==> src/rtl/alu_pkg.sv <==
package alu_pkg;
  typedef enum logic [3:0] {
    OP_OR_A   = 4'd0,
    OP_XOR_A  = 4'd1,
    OP_AND_A  = 4'd2,
    OP_OR_DA  = 4'd3,
    OP_OR_DI  = 4'd4,
    OP_XOR_DA = 4'd5,
    OP_XOR_DI = 4'd6,
    OP_AND_DA = 4'd7,
    OP_AND_DI = 4'd8,
    OP_CLR    = 4'd9,
    OP_CPL    = 4'd10,
    OP_RL     = 4'd11,
    OP_RLC    = 4'd12,
    OP_RR     = 4'd13,
    OP_RRC    = 4'd14,
    OP_SWAP   = 4'd15
  } op_e;

  typedef enum logic {
    DEST_ACC = 1'b0,
    DEST_DIR = 1'b1
  } dest_e;

  typedef enum logic [1:0] {
    LK_OR  = 2'd0,
    LK_XOR = 2'd1,
    LK_AND = 2'd2
  } logic_kind_e;
endpackage

==> src/rtl/alu_logic.sv <==
module alu_logic
  import alu_pkg::*;
#(
  parameter int W = 8
) (
  input  op_e          op_i,
  input  logic [W-1:0] acc_i,
  input  logic [W-1:0] opnd_i,
  input  logic [W-1:0] imm_i,
  output logic [W-1:0] res_o,
  output dest_e        dest_o
);
  logic_kind_e  kind;
  logic [W-1:0] a_op, b_op;

  always_comb begin
    kind   = LK_OR;
    dest_o = DEST_DIR;
    a_op   = acc_i;
    b_op   = opnd_i;
    unique case (op_i)
      OP_OR_A:   begin kind = LK_OR;  dest_o = DEST_ACC; end
      OP_XOR_A:  begin kind = LK_XOR; dest_o = DEST_ACC; end
      OP_AND_A:  begin kind = LK_AND; dest_o = DEST_ACC; end
      OP_OR_DA:  kind = LK_OR;
      OP_OR_DI:  begin kind = LK_OR;  a_op = imm_i; end
      OP_XOR_DA: kind = LK_XOR;
      OP_XOR_DI: begin kind = LK_XOR; a_op = imm_i; end
      OP_AND_DA: kind = LK_AND;
      OP_AND_DI: begin kind = LK_AND; a_op = imm_i; end
      default:   dest_o = DEST_ACC;
    endcase
  end

  for (genvar i = 0; i < W; i++) begin : g_bit
    always_comb begin
      unique case (kind)
        LK_XOR:  res_o[i] = a_op[i] ^ b_op[i];
        LK_AND:  res_o[i] = a_op[i] & b_op[i];
        default: res_o[i] = a_op[i] | b_op[i];
      endcase
    end
  end
endmodule

==> src/rtl/alu_shift.sv <==
module alu_shift
  import alu_pkg::*;
#(
  parameter int W = 8
) (
  input  op_e          op_i,
  input  logic [W-1:0] acc_i,
  input  logic         cy_i,
  output logic [W-1:0] res_o,
  output logic         cy_o
);
  localparam int H = W / 2;

  logic [W-1:0] rl, rr, rlc, rrc, swp;

  for (genvar i = 0; i < W; i++) begin : g_rot
    if (i == 0) begin : g_lsb
      assign rl[i]  = acc_i[W-1];
      assign rlc[i] = cy_i;
      assign rr[i]  = acc_i[i+1];
      assign rrc[i] = acc_i[i+1];
    end else if (i == W-1) begin : g_msb
      assign rl[i]  = acc_i[i-1];
      assign rlc[i] = acc_i[i-1];
      assign rr[i]  = acc_i[0];
      assign rrc[i] = cy_i;
    end else begin : g_mid
      assign rl[i]  = acc_i[i-1];
      assign rlc[i] = acc_i[i-1];
      assign rr[i]  = acc_i[i+1];
      assign rrc[i] = acc_i[i+1];
    end
  end

  assign swp = {acc_i[H-1:0], acc_i[W-1:H]};

  always_comb begin
    cy_o = cy_i;
    unique case (op_i)
      OP_CLR:  res_o = '0;
      OP_CPL:  res_o = ~acc_i;
      OP_RL:   res_o = rl;
      OP_RLC:  begin res_o = rlc; cy_o = acc_i[W-1]; end
      OP_RR:   res_o = rr;
      OP_RRC:  begin res_o = rrc; cy_o = acc_i[0]; end
      OP_SWAP: res_o = swp;
      default: res_o = acc_i;
    endcase
  end
endmodule

==> src/rtl/alu_acc_unit.sv <==
module alu_acc_unit
  import alu_pkg::*;
#(
  parameter int W = 8
) (
  input  logic         clk_i,
  input  logic         rst_ni,
  input  logic         valid_i,
  input  logic [3:0]   op_i,
  input  logic [W-1:0] acc_i,
  input  logic [W-1:0] opnd_i,
  input  logic [W-1:0] imm_i,
  input  logic         cy_i,
  output logic [W-1:0] result_o,
  output logic         dest_o,
  output logic         cy_o,
  output logic         wr_o
);
  op_e          op;
  logic [W-1:0] lg_res, sh_res, nxt_res;
  dest_e        lg_dest, nxt_dest;
  logic         sh_cy, is_logic;

  assign op       = op_e'(op_i);
  assign is_logic = (op_i <= 4'(OP_AND_DI));

  alu_logic #(.W(W)) u_logic (
    .op_i  (op),
    .acc_i (acc_i),
    .opnd_i(opnd_i),
    .imm_i (imm_i),
    .res_o (lg_res),
    .dest_o(lg_dest)
  );

  alu_shift #(.W(W)) u_shift (
    .op_i (op),
    .acc_i(acc_i),
    .cy_i (cy_i),
    .res_o(sh_res),
    .cy_o (sh_cy)
  );

  assign nxt_res  = is_logic ? lg_res : sh_res;
  assign nxt_dest = is_logic ? lg_dest : DEST_ACC;

  always_ff @(posedge clk_i or negedge rst_ni) begin
    if (!rst_ni) begin
      result_o <= '0;
      dest_o   <= 1'b0;
      cy_o     <= 1'b0;
      wr_o     <= 1'b0;
    end else begin
      wr_o <= valid_i;
      if (valid_i) begin
        result_o <= nxt_res;
        dest_o   <= nxt_dest;
        cy_o     <= is_logic ? cy_i : sh_cy;
      end
    end
  end


  assert_acc_or_R1: assert property (@(posedge clk_i) disable iff (!rst_ni)
    (valid_i && op == OP_OR_A) |=> (result_o == ($past(acc_i) | $past(opnd_i)) && !dest_o));

  assert_dir_imm_and_R2: assert property (@(posedge clk_i) disable iff (!rst_ni)
    (valid_i && op == OP_AND_DI) |=> (result_o == ($past(imm_i) & $past(opnd_i)) && dest_o));

  assert_clear_R3: assert property (@(posedge clk_i) disable iff (!rst_ni)
    (valid_i && op == OP_CLR) |=> (result_o == '0));

  assert_rl_wrap_R4: assert property (@(posedge clk_i) disable iff (!rst_ni)
    (valid_i && op == OP_RL) |=> (result_o[0] == $past(acc_i[W-1]) && result_o[W-1:1] == $past(acc_i[W-2:0])));

  assert_rlc_cross_R5: assert property (@(posedge clk_i) disable iff (!rst_ni)
    (valid_i && op == OP_RLC) |=> (cy_o == $past(acc_i[W-1]) && result_o[0] == $past(cy_i)));
  assert_rrc_cross_R5: assert property (@(posedge clk_i) disable iff (!rst_ni)
    (valid_i && op == OP_RRC) |=> (cy_o == $past(acc_i[0]) && result_o[W-1] == $past(cy_i)));

  assert_carry_pass_R7: assert property (@(posedge clk_i) disable iff (!rst_ni)
    (valid_i && op != OP_RLC && op != OP_RRC) |=> (cy_o == $past(cy_i)));

  assert_strobe_on_R8: assert property (@(posedge clk_i) disable iff (!rst_ni)
    valid_i |=> wr_o);
  assert_strobe_off_R8: assert property (@(posedge clk_i) disable iff (!rst_ni)
    !valid_i |=> !wr_o);

  assert_hold_idle_R9: assert property (@(posedge clk_i) disable iff (!rst_ni)
    !valid_i |=> ($stable(result_o) && $stable(dest_o) && $stable(cy_o)));
endmodule

==> config.mk <==
export PLATFORM = sky130hd
export DESIGN_NAME = alu_acc_unit
export DESIGN_NICKNAME = d
export VERILOG_FILES = /design/src/rtl/alu_pkg.sv /design/src/rtl/alu_logic.sv /design/src/rtl/alu_shift.sv /design/src/rtl/alu_acc_unit.sv
export SDC_FILE = /design/constraint.sdc
export NUM_CORES = 1
export LEC_CHECK = 0
export ABC_AREA = 1
export BUFFER_PORTS_ARGS = -buffer_cell sky130_fd_sc_hd__buf_2
export CAP_MARGIN = 40
export CORE_MARGIN = 2
export CORE_UTILIZATION = 49
export CTS_BUF_LIST = sky130_fd_sc_hd__clkbuf_2
export DETAILED_ROUTE_END_ITERATION = 12
export PLACE_DENSITY = 0.79
export SKIP_LAST_GASP = 1
export SLEW_MARGIN = 20
export SYNTH_ARGS = -nofsm -noshare
export SYNTH_HDL_FRONTEND = slang
export SYNTH_SLANG_ARGS = --single-unit
export TNS_END_PERCENT = 1
==> constraint.sdc <==
create_clock -name clk_i -period 0.8 [get_ports clk_i]
set_input_delay 0.16 -clock clk_i [delete_from_list [all_inputs] [get_ports clk_i]]
set_output_delay 0.16 -clock clk_i [all_outputs]
set_load 0.02 [all_outputs]
==> Yosys cells after proc, flatten, opt, wreduce, memory -nomap -nowiden <==
Cells that the tools add are included.
{ "totals": {"register_bits": 11, "inputBits": 32, "output_inout_bits": 11} }
{ "op_classes": {"magnitude_cmp": 1, "n_eq_ne": 17, "mux": 16, "bitwise": 25, "n_reduce_logical": 4} }
{ "op_table": {"columns": ["cell", "count"], "rows": [
  ["8-bit one-hot mux with 7 select lines", 1],
  ["4-bit == test (second input constant)", 8],
  ["1-bit one-hot mux with 2 select lines", 9],
  ["4-bit by 3-bit == test with 1-bit output (second input constant)", 4],
  ["8-bit two-way mux", 2],
  ["3-bit OR reduction", 3],
  ["1-bit AND", 8],
  ["4-bit by 2-bit == test with 1-bit output (second input constant)", 2],
  ["8-bit NOT", 1],
  ["1-bit OR", 8],
  ["1-bit bitwise XOR", 8],
  ["6-bit OR reduction", 1],
  ["4-bit by 1-bit == test with 1-bit output (second input constant)", 1],
  ["4-bit <= comparator (second input constant)", 1],
  ["2-bit one-hot mux with 2 select lines", 1],
  ["1-bit two-way mux", 3],
  ["2-bit by 1-bit == test with 1-bit output (second input constant)", 1],
  ["2-bit == test (second input constant)", 1]
]} }

==> Longest topological paths before layout <==
Gate-level depths: netlist of the first run.
{ "depth": {"depth_word": 6, "depth_mapped": 15, "ltp_nobuf": 14} }

==> Modules after synthesis <==
From an unflattened synthesis of the first run, not the netlist that was laid out.
{ "hier_totals": {"hier_cells": 370, "area_unflattened_um2": 2040.7} }
{ "modules_own_cells": {"columns": ["module", "instances", "cells_per_inst", "area_per_inst_um2", "seq_area_each_um2"], "rows": [
  ["alu_logic", 1, 160, 839.6, 0.0],
  ["alu_acc_unit", 1, 84, 601.8, 275.3],
  ["alu_shift", 1, 126, 599.3, 0.0]
]} }

==> Worst setup path before layout of the first run <==
OpenSTA, ideal clock, no wires.
{ "synth_timing": {"path_kind": "input to register", "start": "in op_i[3]", "end": "reg result_o[1]", "setup_ps": 65, "t_arrival_ps": 1757, "t_required_ps": 735, "path_slack_ps": -1022, "cell_stages": 14, "cell_sequence": "inv_1 > nor2_4 > nand2_4 > inv_1 > nor3_1 > inv_1 > ha_1 > clkbuf_1 > inv_1 > nand3_1 > nand2_1 > a21oi_1 > o21ai_0 > nand2_1"} }
{ "synth_between": {"elab_chain_len": 6} }
{ "synth_lines": {"columns": ["element", "line_no", "text"], "rows": [
  ["start, declared", "alu_acc_unit.sv:9", "input logic [3:0] op_i,"],
  ["4-bit by 2-bit == test with 1-bit output, or another cell as far along", "alu_logic.sv:21", "unique case (op_i)"],
  ["3-bit OR reduction (no line)", null, null],
  ["2-bit one-hot mux with 2 select lines / 8-bit two-way mux (equally long branches)", "alu_logic.sv:21", null],
  ["2-bit == test, or another cell as far along", "alu_logic.sv:37", "unique case (kind)"],
  ["1-bit one-hot mux with 2 select lines", "alu_logic.sv:37", null],
  ["8-bit two-way mux (*)", "alu_acc_unit.sv:44", "assign nxt_res = is_logic ? lg_res : sh_res;"],
  ["end signal, assigned", "alu_acc_unit.sv:56", "result_o <= nxt_res;"],
  ["end, declared", "alu_acc_unit.sv:14", "output logic [W-1:0] result_o,"]
]} }
Mark *: on every way between the ends. The rest lies on a longest branch, timed or not.
A chain may end at the register's enable or synchronous reset.

==> Final worst setup path of the first run <==
Ends and elaborated chain as after synthesis.

==> run metrics, run 1 <==
first-pass GRT wire length about 7.5 mm; status finished with violations; critical path's largest stage delay ~0.27 ns; Static Leak ~1.3 nW; FP Rows 20; Pwr Density around 990 nW/µm²; Clock Tree Buf Depth 2; die area around 3500 µm²; Synth Flop Type dfrtp_1; vias per cell 5.17; Slew headroom roughly four fifths; largest cells by area after synthesis nand2_1 (23%), dfrtp_1 (18%), ha_1 (15%); RR Startpoint dest_o$_DFFE_PN0P_; worst-path fanout max 8; final worst-path setup slack -0.838 ns; Async SR Flop Fraction 100%; first-pass detailed-route iteration total 5; Worst setup EP type flop; CP Buf/Inv Count 4; Final Slew Violations 0; vias 1989; setup tns final -8.59 ns; Synth Instances roughly 250; hold path start valid_i; hpwl dp 3.73 mm; CTS tree done; failing checks negative setup slack; H-Tree Depth 1; CP cell instances buf_6 -> clkinvlp_4 -> nor2_4 -> nand2_4 -> o21ai_4 -> buf_12 -> nand2_1 -> o21ai_4 -> inv_1 -> ha_1 -> nand2_1 -> nand3_1 -> nand2_1 -> a21oi_1 -> o21ai_1 -> nand2_1; Max VDD drop ~0.63 mV; crit path max-delay cell type ha_1; Root Driver clkbuf_2; Layout Nets just over 400; CP Data Required Time a little under 1 ns; number of synthesized flops with an enable pin 0; Non-Filler Instances a little under 400; core box area around 3000 µm²; layout cells sized above 1 34.7%; worst hold slack ~0.086 ns; Critical Path Start op_i[3]; worst hold path class in2reg; CTS Buf Count 3; syn nets ~300; Netlist cell types 22; Most Frequent Cell on Critical Path nand2_1; post-DR wirelength/cell between 10 and 15 µm; post-route clock period utilization 205%; antenna violations before repair 0; vias in the first global route 1835; fmax about 610 MHz; post-synthesis sequential area ratio a little under a fifth; largest net degree at the start of global routing 17; routability cong. 0.957; initial DRC count between 100 and 150; Synth warnings 0; routed wire length 4.69 mm; Initial Util about half; Final Cell Area 2240 µm²; drt drc 0; overall power approximately 2.2 mW; CTS sink cnt 11; Port Buf Inserts 42; top post-synthesis cells by count nand2_1 (91), inv_1 (43), nand3_1 (33); Syn Area/Cell approximately 6 µm²; CTS clock-pin slew for the worst setup and hold paths roughly 0.11 ns; Crit Path Class in2reg; total track usage between 20% and 30%; measured slew at the worst slew-check pin just under 0.3 ns; share of the synthesized area in the top cell type a little under a quarter; family with the most delay on the worst path simple AND/OR/NAND/NOR gates; placed cells around 380; Vert. Die Dim between 50 and 60 µm; synthesized area 1510 µm²; Synth-to-Final Area Change 48.9%; worst skew pair latency 0.27 ns; Hold Fails Final Rpt 0; Period minus WS final about 1.6 ns; count leader, synth nand2_1; RSZ-0062 raised after global routing true; flops & latches, synth 11; gr ovfl total 0; die width roughly 59 µm; fillers 220; # diodes 0; area leader, netlist nand2_1; post-route antenna net violation count 0; Finish-stage setup viols 21; I/O Pins 43; cell area after placement 2120 µm²; Critical Path AT 1.81 ns; Worst Setup Start Kind input pin; max-cap violation count 0; Max Clock Skew 0 ns
worst paths after layout:
| check | to | slack, ns | cells past startpoint |
|---|---|---|---|
| setup / recovery | result_o[1]$_DFFE_PN0P_ | -0.84 | 16 |
| max in group asynchronous | result_o[1]$_DFFE_PN0P_ | 0.32 | 2 |
| hold reg to reg | dest_o$_DFFE_PN0P_ | 0.50 | 2 |
| min in group asynchronous | result_o[2]$_DFFE_PN0P_ | 0.27 | 2 |
| hold / removal | wr_o$_DFF_PN0_ | 0.09 | 1 |
| setup reg to reg | dest_o$_DFFE_PN0P_ | 0.12 | 2 |
metal layers:
| metal | vias up | routed length [µm] | track usage (%) |
|---|---|---|---|
| li1 | 976 | - | - |
| met1 | 899 | 1940 | 32.4 |
| met2 | 86 | 2320 | 50.2 |
| met3 | 28 | 255 | 4.15 |
| met4 | 0 | 168 | 10.1 |
| met5 | - | 0 | 0 |
state kept, by name, indices dropped and copies added (netlist names):
register and cells:
result_o 8, cy_o 1, wr_o 1, dest_o 1
cell usage in the layout, fill, tap and decap left out, types with 2 or more instances in the layout:
cell type,n
o21ai_0,2
o21ai_2,6
nand2_1,88
buf_2,41
dfrtp_1,11
ha_1,18
clkbuf_2,4
a21oi_1,2
nor2_1,28
nor2_2,2
buf_6,2
o21ai_4,3
buf_4,54
nand2_2,2
inv_1,41
nand2_4,2
nand3_1,33
power breakdown:
| group | switching, mW | leakage (nW) | internal (mW) |
|---|---|---|---|
| registers | 0.0441 | 0.126 | 0.632 |
| logic | 0.664 | 1.20 | 0.541 |
| clock network | 0.204 | 0.0166 | 0.133 |
worst register-to-register path: stages (launching register included):
cell and delay (ns):
dfrtp_1 0.39, o21ai_0 0.15, inv_1 0.05
kinds of logic after synthesis:
group | after synthesis | share of synthesized area (%)
buffers and inverters | 49 | 14.1
and+or+nand+nor | 158 | 43.4
adders and majority gates | 18 | 14.9
DFF | 11 | 18.3
AOI/OAI and AO/OA | 18 | 9.30
per-stage QoR:
step	setup WS (ns)	util (%)
2_1_floorplan	-0.939	-
3_3_place_gp	-1.04	71.2
3_5_place_dp	-1.12	71.2
4_1_cts	-0.811	72.2
5_1_grt	-0.923	75.4
6_report	-0.838	75.4
what timing repair did:
item                                    CTS  global route
hold buffers                              1             0
hold endpoints to repair                 11             0
buffers inserted                          0             4
endpoints found under the setup margin   21            21
cloned                                    0             1
pin swaps                                 0            12
gates resized for setup                   0             9
cell type report:
cell class	instances	area (µm²)	share of cell area, %
inverters	43	165	7.36
flip-flops and latches	11	275	12.3
well taps	33	41.3	1.84
clock buffers	4	20.0	0.892
multi-input cells	194	1050	47.0
repair buffers	100	688	30.7
Power figures use the tool's default switching activity.
==> inputs of run 2 (changes only) <==
- CORE_ASPECT_RATIO: not set -> 1.1
- HOLD_SLACK_MARGIN: not set -> 0.06
- SETUP_SLACK_MARGIN: not set -> 0.1
==> run metrics, run 2 (synthesis gave the netlist of run 1 again) <==
Final Slew Violations 0; post-route clock period utilization 211%; CTS tree done; post-DR wirelength/cell between 10 and 15 µm; Clock Tree Buf Depth 2; routed wire length 4.58 mm; Static Leak 1.30 nW; max reg flops 8; Initial Util around half; Root Driver clkbuf_2; die width around 57 µm; worst-path fanout max 8; cell area after placement 2050 µm²; FF/Latch Area between 200 and 300 µm²; worst skew pair latency ~0.27 ns; most frequent cells in the layout nand2_1 (87), buf_4 (44), buf_2 (41); vias per cell 5.11; multi-input logic area roughly 1100 µm²; measured slew at the worst slew-check pin 0.307 ns; Worst Setup Start Kind input pin; gr ovfl total 0; first-pass GRT wire length ~7.5 mm; first-pass detailed-route iteration total 4; fillers 256; total track usage between 20 and 30%; worst hold slack approximately 0.23 ns; Non-Filler Instances 377; I/O Pins between 40 and 50; Period minus WS final between 1.5 and 2 ns; hpwl dp around 3.6 mm; hold path start valid_i; RR Startpoint dest_o$_DFFE_PN0P_; largest net degree at the start of global routing 15; FP Rows 21; # diodes 0; Hold Path Depth 3; routability cong. about 0.92; Final Cell Area between 2000 and 2500 µm²; Slew headroom 79.5%; flop-to-flop setup slack about 0.07 ns; Reg power frac 30.6%; Max VDD drop about 1.1 mV; Sw Share between 40% and 50%; internal power around 1.3 mW; worst reg2reg endpoint dest_o$_DFFE_PN0P_; CTS Buf Count 3; initial DRC count between 90 and 100; R2R depth 2; Layout Nets 394; post-route antenna net violation count 0; Combinational Power Share 54.9%; max-cap violation count 0; vias in the first global route around 1.8k; antenna violations before repair 0; failing checks negative setup slack; hold path endpoint result_o[7]$_DFFE_PN0P_; fmax between 500 and 600 MHz; CP Data Required Time 0.95 ns; final core utilization 74.2%; commonest non-fill, non-tap cell in the layout nand2_1; Synth-to-Final Area Change 47.5%; placed cells approximately 370; Hold Fails Final Rpt 0; status finished with violations; Pwr Density about 1000 nW/µm²; layout cells sized above 1 36.2%; RSZ-0062 raised after global routing true; Crit Path Class in2reg; Clk pwr share between 10 and 15%; Largest Register result_o; Psw ~0.91 mW; drt drc 0; Port Buf Inserts between 40 and 50; die area 3540 µm²; Finish-stage setup viols 20; Critical Path AT around 1.8 ns; vias just under 2k; worst hold path class in2reg; final worst-path setup slack -0.884 ns; pre-CTS setup slack -1.12 ns; CTS sink cnt 11; core box area roughly 3000 µm²; Max Clock Skew 0 ns; Worst setup EP type flop; H-Tree Depth 1; CTS clock-pin slew for the worst setup and hold paths 0.11 ns; Vert. Die Dim 62.2 µm
-- run 2: changes by cell type in the layout (fill, tap and decap cells not counted), moves of 2 or more --
cell / change
buf_4: -10
nand3_1: -2
ha_1: -3
nor2_1: -3
nand3_2: +2
nor2_2: +3
ha_4: +2
buf_8: +2
-- run 2: worst max-delay path, stage by stage --
cell and delay, ns:
buf_8 0.10, clkinvlp_4 0.11, nor2_4 0.06, nand2_4 0.08, o21ai_4 0.06, buf_12 0.13, buf_8 0.13, buf_6 0.12
o21ai_2 0.16, inv_1 0.06, ha_1 0.28, nand2_1 0.06, nand3_1 0.06, nand3_1 0.08, nand2_1 0.06, nor2_1 0.08
nor2_1 0.05
-- run 2: area by class of cell --
cell class                 instances  share of cell area [%]
multi-input combinational        194                    49.5
timing repair buffer              91                    27.8
sequential                        11                    12.4
inverter                          43                    7.54
tap                               34                    1.91
clock buffer                       4                   0.900
-- run 2: metal layers --
layer / vias to the layer above / part of all wire, % / GRT usage (%)
met5: - / 0 / 0
met4: 0 / 3.9 / 11.3
met3: 18 / 5.3 / 3.13
met2: 82 / 52 / 45.8
met1: 865 / 39 / 30.2
li1: 960 / - / -
-- run 2: timing repair --
item | 4_1_cts | 5_1_grt
resized for setup | 1 | 24
pin swaps | 1 | 19
hold endpoints to repair | 11 | 0
endpoints found under the setup margin | 21 | 21
hold buffers | 1 | 0
setup buffers | 0 | 6
-- run 2: worst max path at each step --
stage	startpoint	endpoint	slack (ns)	cells after the start
5_1_grt	op_i[3]	result_o[5]$_DFFE_PN0P_	-0.97	17
3_5_place_dp	op_i[3]	result_o[7]$_DFFE_PN0P_	-1.12	15
2_1_floorplan	op_i[3]	result_o[2]$_DFFE_PN0P_	-0.94	15
4_1_cts	op_i[3]	result_o[7]$_DFFE_PN0P_	-0.82	15
3_3_place_gp	op_i[3]	result_o[7]$_DFFE_PN0P_	-1.08	15
6_report	op_i[3]	result_o[5]$_DFFE_PN0P_	-0.88	17
-- run 2: per-stage QoR --
stage               total power, mW  TNS, ns
CTS                            2.09    -8.40
detailed placement             1.77    -9.30
finish                         2.20    -8.59
global route                   2.39   -10.03
floorplan                      1.28    -7.51
global placement               1.74    -9.00
-- run 2: power by group through the flow --
| stage | Combinational (mW) | Sequential [mW] | Clock (mW) |
|---|---|---|---|
| floorplan | 0.507 | 0.778 | 0 |
| global placement | 1.06 | 0.681 | 0 |
| detailed placement | 1.08 | 0.683 | 0 |
| CTS | 1.09 | 0.674 | 0.325 |
| global route | 1.34 | 0.684 | 0.364 |
| finish | 1.21 | 0.675 | 0.319 |
==> inputs of run 3 (changes only) <==
- CAP_MARGIN: 40 -> not set
- CORE_UTILIZATION: 49 -> 54
- PLACE_DENSITY: 0.79 -> 0.82
- clock period: 0.8 -> 1.6 ns (I/O delays scaled with it)
==> run metrics, run 3 (synthesis gave the netlist of run 1 again) <==
hpwl dp between 3 and 4 mm; routed wire length about 4.4 mm; Finish-stage setup viols 8; Pwr Density slightly above 500 nW/µm²; status finished with violations; FP Rows 20; Period minus WS final approximately 1.8 ns; failing checks negative setup slack; commonest non-fill, non-tap cell in the layout nand2_1; worst hold slack between 0.3 and 0.4 ns; RR Startpoint dest_o$_DFFE_PN0P_; Clock Tree Buf Depth 2; vias per cell 5.06; Max Clock Skew 0 ns; post-DR wirelength/cell ~12 µm; routability cong. approximately 0.93; Hold Fails Final Rpt 0; Synth-to-Final Area Change 39.2%; Worst setup EP type flop; placed cells between 300 and 400; Crit Path Class in2reg; vias in the first global route 1639; die width 54.4 µm; first-pass GRT wire length 6.77 mm; pre-CTS setup slack -0.501 ns; Critical Path Start op_i[3]; CTS sink cnt 11; max reg flops 8; most frequent cells in the layout nand2_1 (87), inv_1 (41), buf_2 (41); worst hold path class in2reg; Initial Util 55.8%; Max VDD drop between 0.4 and 0.5 mV; Largest Register result_o; CTS Buf Count 3; Non-Filler Instances about 370; core box area around 2700 µm²; layout cells sized above 1 between 30% and 40%; Vert. Die Dim ~60 µm; overall power between 1 and 1.5 mW; Worst Setup Start Kind input pin; total track usage between 20% and 30%; fillers about 220; Layout Nets between 300 and 400; fmax between 500 and 600 MHz; first-pass detailed-route iteration total 4; hold path start valid_i; Root Driver clkbuf_2; gr ovfl total 0; setup tns final -1.37 ns; drt drc 0; CTS tree done; Static Leak 1.25 nW; final worst-path setup slack -0.239 ns; die area 3230 µm²; vias ~1.9k; initial DRC count between 100 and 150; max-cap violation count 0; antenna violations before repair 0; Final Slew Violations 0; measured slew at the worst slew-check pin 0.358 ns; largest net degree at the start of global routing 20; post-route antenna net violation count 0; RSZ-0062 raised after global routing true; worst-path fanout max 8; I/O Pins 43; H-Tree Depth 1; Port Buf Inserts 42; worst skew pair latency between 0.2 and 0.3 ns; CP Data Required Time 1.77 ns; Slew headroom approximately three quarters; CTS clock-pin slew for the worst setup and hold paths about 0.11 ns; post-route clock period utilization 115%; # diodes 0; Critical Path AT roughly 2.0 ns
-- run 3: power breakdown --
group          internal [mW]  total (mW)  leakage, nW  switching (mW)
Combinational          0.239       0.565         1.11           0.326
Sequential             0.316       0.337        0.126          0.0208
Clock                 0.0663       0.164       0.0166          0.0973
Total                  0.622        1.07         1.25           0.444
-- run 3: routing by layer --
metal | up-vias | wire [µm] | global-route usage (%)
met1 | 811 | 1810 | 33.4
met2 | 83 | 2260 | 48.9
met5 | - | 0 | 0
met4 | 0 | 96 | 11.4
li1 | 944 | - | -
met3 | 14 | 276 | 5.56
-- run 3: final timing paths --
kind | to | slack, ns | cells past startpoint
setup / recovery | result_o[0]$_DFFE_PN0P_ | -0.24 | 16
hold / removal | wr_o$_DFF_PN0_ | 0.34 | 1
setup reg to reg | dest_o$_DFFE_PN0P_ | 0.88 | 2
hold reg to reg | result_o[2]$_DFFE_PN0P_ | 0.51 | 2
max in group asynchronous | result_o[2]$_DFFE_PN0P_ | 0.95 | 2
min in group asynchronous | result_o[1]$_DFFE_PN0P_ | 0.44 | 2
-- run 3: area by class of cell --
| cell class | instances | area [µm²] | share of cell area [%] |
|---|---|---|---|
| inverters | 43 | 165 | 7.87 |
| clock buffers | 4 | 20.0 | 0.954 |
| repair buffers | 81 | 542 | 25.8 |
| well taps | 33 | 41.3 | 1.97 |
| flip-flops and latches | 11 | 275 | 13.1 |
| multi-input cells | 194 | 1050 | 50.3 |
-- run 3: through the flow --
step / utilization, % / area [µm²]
floorplan: - / 1520
global placement: 73.7 / 1990
detailed placement: 73.7 / 1990
CTS: 75.0 / 2030
global route: 77.6 / 2100
finish: 77.6 / 2100
-- run 3: timing repair --
item,in CTS,in global routing
endpoints found under the hold margin,11,0
pin swaps,3,16
buffers inserted,0,2
gates resized for setup,1,8
cloned,0,1
endpoints found under the setup margin,8,8
hold buffers,1,0
-- run 3: worst max-delay path: stages --
cell	delay, ns
buf_6	0.10
clkinvlp_4	0.11
nor2_4	0.06
nand2_4	0.07
o21ai_4	0.08
buf_12	0.15
buf_4	0.13
o21ai_2	0.13
inv_1	0.06
ha_1	0.29
nand2_1	0.07
nand3_1	0.08
nand3_1	0.11
nand2_1	0.07
nor2_1	0.12
nor2_1	0.06
